==> config.mk <==
export PLATFORM = sky130hd
export DESIGN_NAME = dial_seq_lock
export DESIGN_NICKNAME = d
export VERILOG_FILES = /design/src/rtl/lock_pkg.sv /design/src/rtl/lock_step_cmp.sv /design/src/rtl/lock_next.sv /design/src/rtl/dial_seq_lock.sv
export SDC_FILE = /design/constraint.sdc
export NUM_CORES = 1
export LEC_CHECK = 0
export BUFFER_PORTS_ARGS = -buffer_cell sky130_fd_sc_hd__buf_2
export CORE_AREA = 5 5 42 44
export CTS_CLUSTER_DIAMETER = 100
export DETAILED_ROUTE_END_ITERATION = 16
export DIE_AREA = 0 0 47 49
export GPL_TIMING_DRIVEN = 1
export PLACE_DENSITY = 0.35
export SETUP_SLACK_MARGIN = 0.2
export SYNTH_ARGS = -nofsm -noshare
export SYNTH_HDL_FRONTEND = slang
export SYNTH_SLANG_ARGS = --single-unit
==> constraint.sdc <==
create_clock -name clk -period 1 [get_ports clk]
set_input_delay 0.05 -clock clk [delete_from_list [all_inputs] [get_ports clk]]
set_output_delay 0.05 -clock clk [all_outputs]
set_load 0.02 [all_outputs]
==> src/rtl/lock_pkg.sv <==
package lock_pkg;
  localparam int NUM_STEPS = 3;
  localparam int STATE_W   = 2;

  typedef enum logic [STATE_W-1:0] {
    ST_IDLE  = 2'b00,
    ST_ONE   = 2'b01,
    ST_TWO   = 2'b10,
    ST_OPEN  = 2'b11
  } lock_state_t;
endpackage

==> src/rtl/lock_step_cmp.sv <==
module lock_step_cmp #(
  parameter int VAL_W = 5,
  parameter logic [VAL_W-1:0] REF_VAL = '0,
  parameter logic REF_DIR = 1'b1
) (
  input  logic             dir_i,
  input  logic [VAL_W-1:0] val_i,
  output logic             hit_o
);
  always_comb hit_o = (dir_i == REF_DIR) && (val_i == REF_VAL);
endmodule

==> src/rtl/lock_next.sv <==
module lock_next
  import lock_pkg::*;
#(
  parameter int NS = NUM_STEPS
) (
  input  lock_state_t    cur_i,
  input  logic           valid_i,
  input  logic           relock_i,
  input  logic [NS-1:0]  hit_i,
  output lock_state_t    nxt_o
);
  always_comb begin
    nxt_o = cur_i;
    if (cur_i == ST_OPEN) begin
      if (relock_i) nxt_o = ST_IDLE;
    end else if (valid_i) begin
      if (hit_i[cur_i])      nxt_o = lock_state_t'(cur_i + 2'd1);
      else if (hit_i[0])     nxt_o = ST_ONE;
      else                   nxt_o = ST_IDLE;
    end
  end
endmodule

==> src/rtl/dial_seq_lock.sv <==
module dial_seq_lock
  import lock_pkg::*;
#(
  parameter int VAL_W = 5,
  parameter logic [VAL_W-1:0] S1_VAL = 5'd13,
  parameter logic             S1_DIR = 1'b1,
  parameter logic [VAL_W-1:0] S2_VAL = 5'd22,
  parameter logic             S2_DIR = 1'b0,
  parameter logic [VAL_W-1:0] S3_VAL = 5'd3,
  parameter logic             S3_DIR = 1'b1
) (
  input  logic             clk,
  input  logic             rst,
  input  logic             op_valid,
  input  logic             op_dir,
  input  logic [VAL_W-1:0] op_val,
  input  logic             relock,
  output logic             lock_open,
  output logic [STATE_W-1:0] state_code
);
  localparam logic [NUM_STEPS*VAL_W-1:0] STEP_VALS = {S3_VAL, S2_VAL, S1_VAL};
  localparam logic [NUM_STEPS-1:0]       STEP_DIRS = {S3_DIR, S2_DIR, S1_DIR};

  logic [NUM_STEPS-1:0] hit;
  lock_state_t state_q, state_d;

  for (genvar g = 0; g < NUM_STEPS; g++) begin : g_step
    lock_step_cmp #(
      .VAL_W  (VAL_W),
      .REF_VAL(STEP_VALS[g*VAL_W +: VAL_W]),
      .REF_DIR(STEP_DIRS[g])
    ) i_cmp (
      .dir_i(op_dir),
      .val_i(op_val),
      .hit_o(hit[g])
    );
  end

  lock_next #(.NS(NUM_STEPS)) i_next (
    .cur_i   (state_q),
    .valid_i (op_valid),
    .relock_i(relock),
    .hit_i   (hit),
    .nxt_o   (state_d)
  );

  always_ff @(posedge clk) begin
    if (rst) state_q <= ST_IDLE;
    else     state_q <= state_d;
  end

  assign state_code = state_q;
  assign lock_open  = (state_q == ST_OPEN);

  assert_reset_idle_R1: assert property (@(posedge clk)
    rst |=> (state_code == 2'b00 && !lock_open));

  assert_open_after_op_R3: assert property (@(posedge clk) disable iff (rst)
    $rose(lock_open) |-> $past(op_valid));

  assert_hold_no_op_R4: assert property (@(posedge clk) disable iff (rst)
    (!op_valid && !(relock && lock_open)) |=> $stable(state_code));

  assert_idle_moves_R5: assert property (@(posedge clk) disable iff (rst)
    (state_code == 2'b00) |=> (state_code <= 2'b01));

  assert_open_ignores_op_R7: assert property (@(posedge clk) disable iff (rst)
    (lock_open && !relock) |=> lock_open);

  assert_relock_R8: assert property (@(posedge clk) disable iff (rst)
    (lock_open && relock) |=> (state_code == 2'b00));
endmodule

Yosys cells after proc, flatten, opt, wreduce, memory -nomap -nowiden
Index checks and enable logic that the tools add are counted.

Register bits: 2. Word-level logic and storage cells: 21.

Add/sub/neg operators: 1. Order comparisons: 1. Equality and inequality tests: 5. Multiplexer cells: 7. Bitwise logic cells: 1. Reductions and logical operators: 5.

Operators by type and width (number): 2-bit 2-to-1 mux (4); 5-bit by 2-bit == test with 1-bit output, second input constant (1); 5-bit by 4-bit == test with 1-bit output, second input constant (1); 5-bit == test, second input constant (1); 1-bit logical AND (3); 2-bit by 3-bit less-than comparator with 1-bit output, second input constant (1); 2-bit by 1-bit adder with 2-bit output, second input constant (1); 1-bit binary-select mux with 2-bit select (1); 2-bit == test, second input constant (1); 1-bit 2-to-1 mux (2); 2-bit != test, second input constant (1); 2-bit AND reduction (1); 2-bit nonzero test (1); 1-bit NOT (1).

Longest topological paths before layout
Gate-level depths: netlist (run 1).

Depth in word-level cells: 7. Depth in mapped cells: 5.

By module
Synthesis (run 1) repeated with hierarchy kept, for this count alone.

Cells, all modules: 26. Area, all modules: 224.0 um2.

By module, submodules not included: lock_next (instances 1, cells an instance 15, area an instance 101.3 um2, sequential area each 0.0 um2); dial_seq_lock (instances 1, cells an instance 5, area an instance 58.8 um2, sequential area each 40.0 um2); lock_step_cmp (g_step[1].i_cmp) (instances 1, cells an instance 2, area an instance 23.8 um2, sequential area each 0.0 um2); lock_step_cmp (g_step[0].i_cmp) (instances 1, cells an instance 2, area an instance 21.3 um2, sequential area each 0.0 um2); lock_step_cmp (g_step[2].i_cmp) (instances 1, cells an instance 2, area an instance 18.8 um2, sequential area each 0.0 um2).

Worst setup path before layout (run 1)
No wires, ideal clock.

Path type: reg-to-reg. Start: reg state_q[1], in the netlist state_code[1]. End: reg state_q[0], in the netlist state_code[0]. Setup time: 0.117 ns. Arrival: 1.274 ns. Data required time: 0.883 ns. Slack: -0.391 ns. Stages on the path, launching flop included: 5. Buffers on the path: 0. Period minus slack after synthesis: 1.391 ns. Cells stage by stage: dfxtp_1 -> ha_1 -> nor2b_1 -> nor2b_1 -> a22o_2.

Elaborated cells on any way between the ends: 9.

RTL lines: start, declared (RTL line dial_seq_lock.sv:25) `lock_state_t state_q, state_d;`; start signal, assigned (RTL line dial_seq_lock.sv:49) `else state_q <= state_d;`; 2-bit == test (*); via lock_open (RTL line dial_seq_lock.sv:18) `output logic lock_open,`; 2-bit != test (no line) or 2-bit nonzero test (tied branches); 2-bit AND reduction (no line).

Mark *: on every way through the listed nets, which the timed path passes. The rest lies on a longest branch. The select of a mux whose other input is x is not followed. A chain may end at the register's enable or synchronous reset.

Final worst setup path (run 1)
Start: reg state_q[0], in the netlist state_code[0]. End: reg state_q[1], in the netlist state_code[1].

Word-level cells in the longest chain between the ends: 5. Elaborated cells on any way between the ends: 10.

Ends and longest elaborated chain: 1-bit binary-select mux with 2-bit select (RTL line lock_next.sv:17) `if (hit_i[cur_i]) nxt_o = lock_state_t'(cur_i + 2'd1);`; 1-bit 2-to-1 mux (implied by the code) (RTL line lock_next.sv:17); 2-bit 2-to-1 mux (RTL line lock_next.sv:17); 2-bit 2-to-1 mux (RTL line lock_next.sv:16) `end else if (valid_i) begin`; 2-bit 2-to-1 mux (RTL line lock_next.sv:14) `if (cur_i == ST_OPEN) begin`.

Several ways; a longest one is shown, not always the timed one. The select of a mux whose other input is x is not followed.

==> flow_metrics.tcl, run 1 <==
set metrics [dict create \
    outcome "finished with violations" \
    violations "negative setup slack" \
    place_congestion 0.739 \
    fin_util_pct 27.6 \
    routed_wl_um 577 \
    wire_per_inst_um 10.3 \
    fin_crit_sh_pct 106 \
    area.growth.synth_to_final_pct 119 \
    pre_cts_ws_ps -86.6 \
    grtUsageMet2_pct 8.82 \
    timing.fmax_ghz 0.946 \
    via_per_inst 4.25 \
    placed_area_um2 302 \
    yosysUniqueCellTypes 17 \
    track_usage_pct 6.97 \
    start_kind "flop" \
    skew_ps 1.43 \
    p_leak_nw 0.164 \
    critPathRequiredTime_ps 1150 \
    hold_class "primary input to flop" \
    core_mm2 0.00140 \
    min_period_ps 1060 \
    hold_buffers 0 \
    grt_pass1_wl_um 1070 \
    htreeDepth 1 \
    grt_max_degree 6 \
    vias 238 \
    multi_input_area_um2 188 \
    die_width_um 47 \
    worst_pin_slew_ps 223 \
    nNetsFinal 53 \
    cts-root-buf "clkbuf_4" \
    dp_cells 52 \
    regArea_um2 47.5 \
    peakVddDrop_v 0.000254 \
    first_pass_iters 3 \
    numClockSinks 2 \
    grt_overflow 0 \
    synth-seq-cells 2 \
    diodes 0 \
    initial_utilization_pct 12.6 \
    max_cap_violations 0 \
    numCtsBuffers 3 \
    use_met1_pct 7.89 \
    ys_warn_count 0 \
    dp_hpwl_um 431 \
    route.detailed.drc 0 \
    final_cells 56 \
    top_regs "state_code x2" \
    synth_area_um2 176 \
    cp_common_cell "nor2b_4" \
    grtUsageMet3_pct 2.21 \
    cp-end-kind "flop" \
    num_rows 14 \
    grt_pass1_vias 255 \
    antenna_found_initial 0 \
    finalHoldViolCount 0 \
    relSlewSlack_pct 85.1 \
    grt.busiest_layer "met2" \
    path_clk_slew_ps 30 \
    maxSlewViolCount 0 \
    fin_ws_ps -57.6 \
    fill_cells 161 \
    regMostFlops "state_code" \
    syn_avg_cell_area_um2 8.02 \
    path_class "flop to flop" \
    numPortBuffers 12 \
    crit_family "flip-flops" \
    max_stage_delay_ps 350 \
    cp_num_buf_inv 0 \
    die_area_mm2 0.00230 \
    power.density_mw_per_mm2 796 \
    drive_gt1_share_pct 67.5 \
    crit_arrival_ps 1210 \
    rsz0062_at_grt "true" \
    ios 13 \
    drtIter0Drc 2 \
    synth-seq-area-share_pct 22.7 \
    synth_cells 22 \
    cts.path.max_buffers 2 \
    cts_tree "yes" \
    synthesis.nets 33 \
    ant_nets 0 \
    die_y_um 49 \
    worstPathMaxFanout 3 \
    crit_slowest_cell "dfxtp_4" \
    setup_violations 3 \
    cp_cell_sequence "ha_4, nor2b_4, nor2b_4, o211ai_1, o21ai_1" \
    worst_skew_pair.late_latency_ps 220 \
    final_cell_area_um2 387 \
    largest_reg_flops 2 \
]
==> report_power, final <==
| group | internal (W) | total [W] | switching [W] |
|---|---|---|---|
| registers | 0.0000754 | 0.0000756 | 0.000000279 |
| clock network | 0.000132 | 0.000177 | 0.0000446 |
| logic | 0.0000296 | 0.0000554 | 0.0000258 |
==> tightest hold or removal path: cells and delay by family <==
family	cells	cell delay, ps
buffers and inverters	1	80
AOI/OAI and AO/OA	2	120
and+or+nand+nor	1	50
==> stage by stage <==
stage	total power, W	setup TNS, ps	hold slack (ps)
floorplan	0.0000935	-191	214
global placement	0.000119	-183	359
detailed placement	0.000119	-171	356
CTS	0.000321	-144	122
global route	0.000337	-294	139
finish	0.000308	-130	127
==> cells in the final DEF, fill, tap and decap left out <==
cell and count:
nor3_1 3, nor2b_4 2, o21ai_1 1, nor2_1 1
a21o_1 1, buf_4 2, inv_1 1, nor3_4 1
buf_2 9, nand2b_1 1, clkbuf_4 3, nand4bb_4 1
dfxtp_4 2, a211oi_2 1, buf_6 4, nand2_1 2
a22o_2 1, o211ai_1 1, ha_4 1, nand3b_1 1
nand4b_1 1
==> final timing paths <==
| check | start | end | slack [ps] | cells after the start |
|---|---|---|---|---|
| max | state_code[0] | state_code[1] | -60 | 5 |
| min | relock | state_code[1] | 130 | 4 |
| max reg2reg | state_code[0] | state_code[1] | -60 | 5 |
| min reg2reg | state_code[1] | state_code[1] | 590 | 3 |
==> cell usage after synthesis <==
| cell type | count | area [um^2] |
|---|---|---|
| nor2b_1 | 2 | 12.5 |
| nor2_1 | 1 | 3.75 |
| nand2b_1 | 1 | 6.26 |
| o211ai_1 | 1 | 7.51 |
| a211oi_1 | 1 | 7.51 |
| a22o_2 | 1 | 10.0 |
| o21ai_1 | 1 | 5.00 |
| nand2_1 | 2 | 7.51 |
| nor3_2 | 1 | 10.0 |
| inv_1 | 1 | 3.75 |
| nor3_1 | 3 | 15.0 |
| a21o_1 | 1 | 7.51 |
| ha_1 | 1 | 12.5 |
| dfxtp_1 | 2 | 40.0 |
| nand3b_1 | 1 | 7.51 |
| nand4bb_1 | 1 | 11.3 |
| nand4b_1 | 1 | 8.76 |
==> cell families (layout without fill, tap and decap cells) <==
family	count (synthesis)	after routing	synth area share (%)
DFF	2	2	22.7
and+or+nand+nor	13	13	46.8
AOI/OAI and AO/OA	5	5	21.3
adders and majority gates	1	1	7.09
buffers and inverters	1	19	2.13
==> cell type report <==
class                      instances  area share [%]
tap                               16            5.18
timing repair buffer              15            27.2
clock buffer                       3            5.83
sequential                         2            12.3
inverter                           1           0.971
multi-input combinational         19            48.5
==> layer usage <==
metal  wire length [um]  vias up
met5                  0        -
met4                 21        0
met3                 57        2
met2                256       13
met1                241      103
li1                   -      120
==> timing repair <==
item	4_1_cts	5_1_grt
setup endpoints to repair	5	5
pin swaps	2	3
gates cloned	0	0
resized for setup	11	0
buffers inserted	0	1
No activity file was read; power rests on OpenSTA's default activity.
==> run 2: changes to the inputs <==
SETUP_SLACK_MARGIN = default   (was 0.2)
==> flow_metrics.tcl, run 2 (same netlist as run 1, synthesis figures left out) <==
set metrics [dict create \
    outcome "finished with violations" \
    violations "negative setup slack" \
    die_area_mm2 0.00230 \
    grt_pass1_wl_um 1010 \
    track_usage_pct 6.69 \
    place_congestion 0.739 \
    num_rows 14 \
    crit_arrival_ps 1200 \
    cts-root-buf "clkbuf_4" \
    first_pass_iters 3 \
    antenna_found_initial 0 \
    dp_hpwl_um 431 \
    numCtsBuffers 3 \
    hold_class "primary input to flop" \
    diodes 0 \
    ios 13 \
    most-common-layout-cells "buf_2, nor3_1, clkbuf_4" \
    vias 235 \
    whs_endpoint "state_code[1]" \
    combPwrFrac_pct 17.9 \
    setup_violations 2 \
    pre_cts_ws_ps -86.6 \
    relSlewSlack_pct 85.1 \
    max_cap_violations 0 \
    critPathRequiredTime_ps 1150 \
    grt_pass1_vias 248 \
    startpoint "state_code[0]" \
    skew_ps 1.31 \
    timing.rr.start "state_code[0]" \
    final_common_cell "buf_2" \
    p_int_w 0.000237 \
    nNetsFinal 52 \
    timing.fmax_ghz 0.951 \
    r2r-end "state_code[1]" \
    p_clk_share_pct 57.5 \
    ant_nets 0 \
    start_kind "flop" \
    grt_overflow 0 \
    r2r_cells 5 \
    area.growth.synth_to_final_pct 102 \
    finalHoldViolCount 0 \
    top_regs "state_code x2" \
    routed_wl_um 565 \
    htreeDepth 1 \
    p_sw_w 0.0000707 \
    min_path_cells 4 \
    route.detailed.drc 0 \
    worst_pin_slew_ps 223 \
    grt_max_degree 6 \
    die_y_um 49 \
    worstPathMaxFanout 3 \
    min_period_ps 1050 \
    core_mm2 0.00140 \
    regMostFlops "state_code" \
    reg2reg_slack_ps -50 \
    maxSlewViolCount 0 \
    numPortBuffers 12 \
    numClockSinks 2 \
    p_sw_share_pct 23.0 \
    min_from "relock" \
    final_cells 55 \
    cp-end-kind "flop" \
    die_width_um 47 \
    fin_ws_ps -51.8 \
    drive_gt1_share_pct 66.7 \
    initial_utilization_pct 12.6 \
    p_total_w 0.000308 \
    wire_per_inst_um 10.3 \
    peakVddDrop_v 0.000272 \
    power.density_mw_per_mm2 863 \
    worst_skew_pair.late_latency_ps 220 \
    dp_cells 52 \
    fin_crit_sh_pct 105 \
    p_seq_share_pct 24.6 \
    cts.path.max_buffers 2 \
    path_clk_slew_ps 30 \
    p_leak_nw 0.156 \
    largest_reg_flops 2 \
    via_per_inst 4.27 \
    drtIter0Drc 2 \
    path_class "flop to flop" \
    cts_tree "yes" \
    rsz0062_at_grt "true" \
    hold_buffers 0 \
]
-- run 2: cell types whose count changed in the layout (fill, tap and decap cells not counted) --
cell	change
buf_2	+3
buf_6	-4
-- run 2: worst max-delay path: stages (launching register included) --
cell and delay (ps):
dfxtp_4 350, ha_4 170, nor2b_4 110, nor2b_4 150, o211ai_1 80, o21ai_1 110
-- run 2: timing repair --
action / CTS / global route
setup endpoints to repair: 2 / 3
pin swaps: 2 / 2
setup buffers: 0 / 0
resized for setup: 4 / 0
-- run 2: worst max-delay path by stage --
stage | end | slack [ps] | cells past startpoint
after global routing | state_code[1] | -120 | 5
after global placement | state_code[0] | -90 | 4
after floorplan | state_code[1] | -100 | 5
final | state_code[1] | -50 | 5
after detailed placement | state_code[0] | -90 | 4
after CTS | state_code[0] | -80 | 4
-- run 2: cell type report --
class / instances / area (um^2)
fillers: 164 / 1040
multi-input cells: 19 / 188
repair buffers: 14 / 75.1
flip-flops and latches: 2 / 47.5
clock buffers: 3 / 22.5
well taps: 16 / 20.0
inverters: 1 / 3.75
-- run 2: per-layer routing --
layer,part of all wire [%],wire length [um],track usage (%),vias to the layer above
met5,0,0,0,-
met4,3.7,21,8.29,0
met3,12,68,2.21,2
met2,44,251,8.37,13
met1,39,223,7.46,102
li1,-,-,-,118
-- run 2: power groups by stage --
stage | Clock, W | Sequential [W] | Combinational, W
6_report | 0.000177 | 0.0000756 | 0.0000551
3_5_place_dp | 0 | 0.0000766 | 0.0000426
3_3_place_gp | 0 | 0.0000766 | 0.0000424
2_1_floorplan | 0 | 0.0000769 | 0.0000166
4_1_cts | 0.000190 | 0.0000756 | 0.0000550
5_1_grt | 0.000200 | 0.0000755 | 0.0000608
-- run 2: through the flow --
step	area (um^2)	setup TNS (ps)	util (%)	hold slack, ps
after floorplan	206	-191	-	214
after global placement	302	-183	21.5	359
after detailed placement	302	-171	21.5	356
after CTS	357	-140	25.4	122
after global routing	357	-208	25.4	139
final	357	-76.0	25.4	127
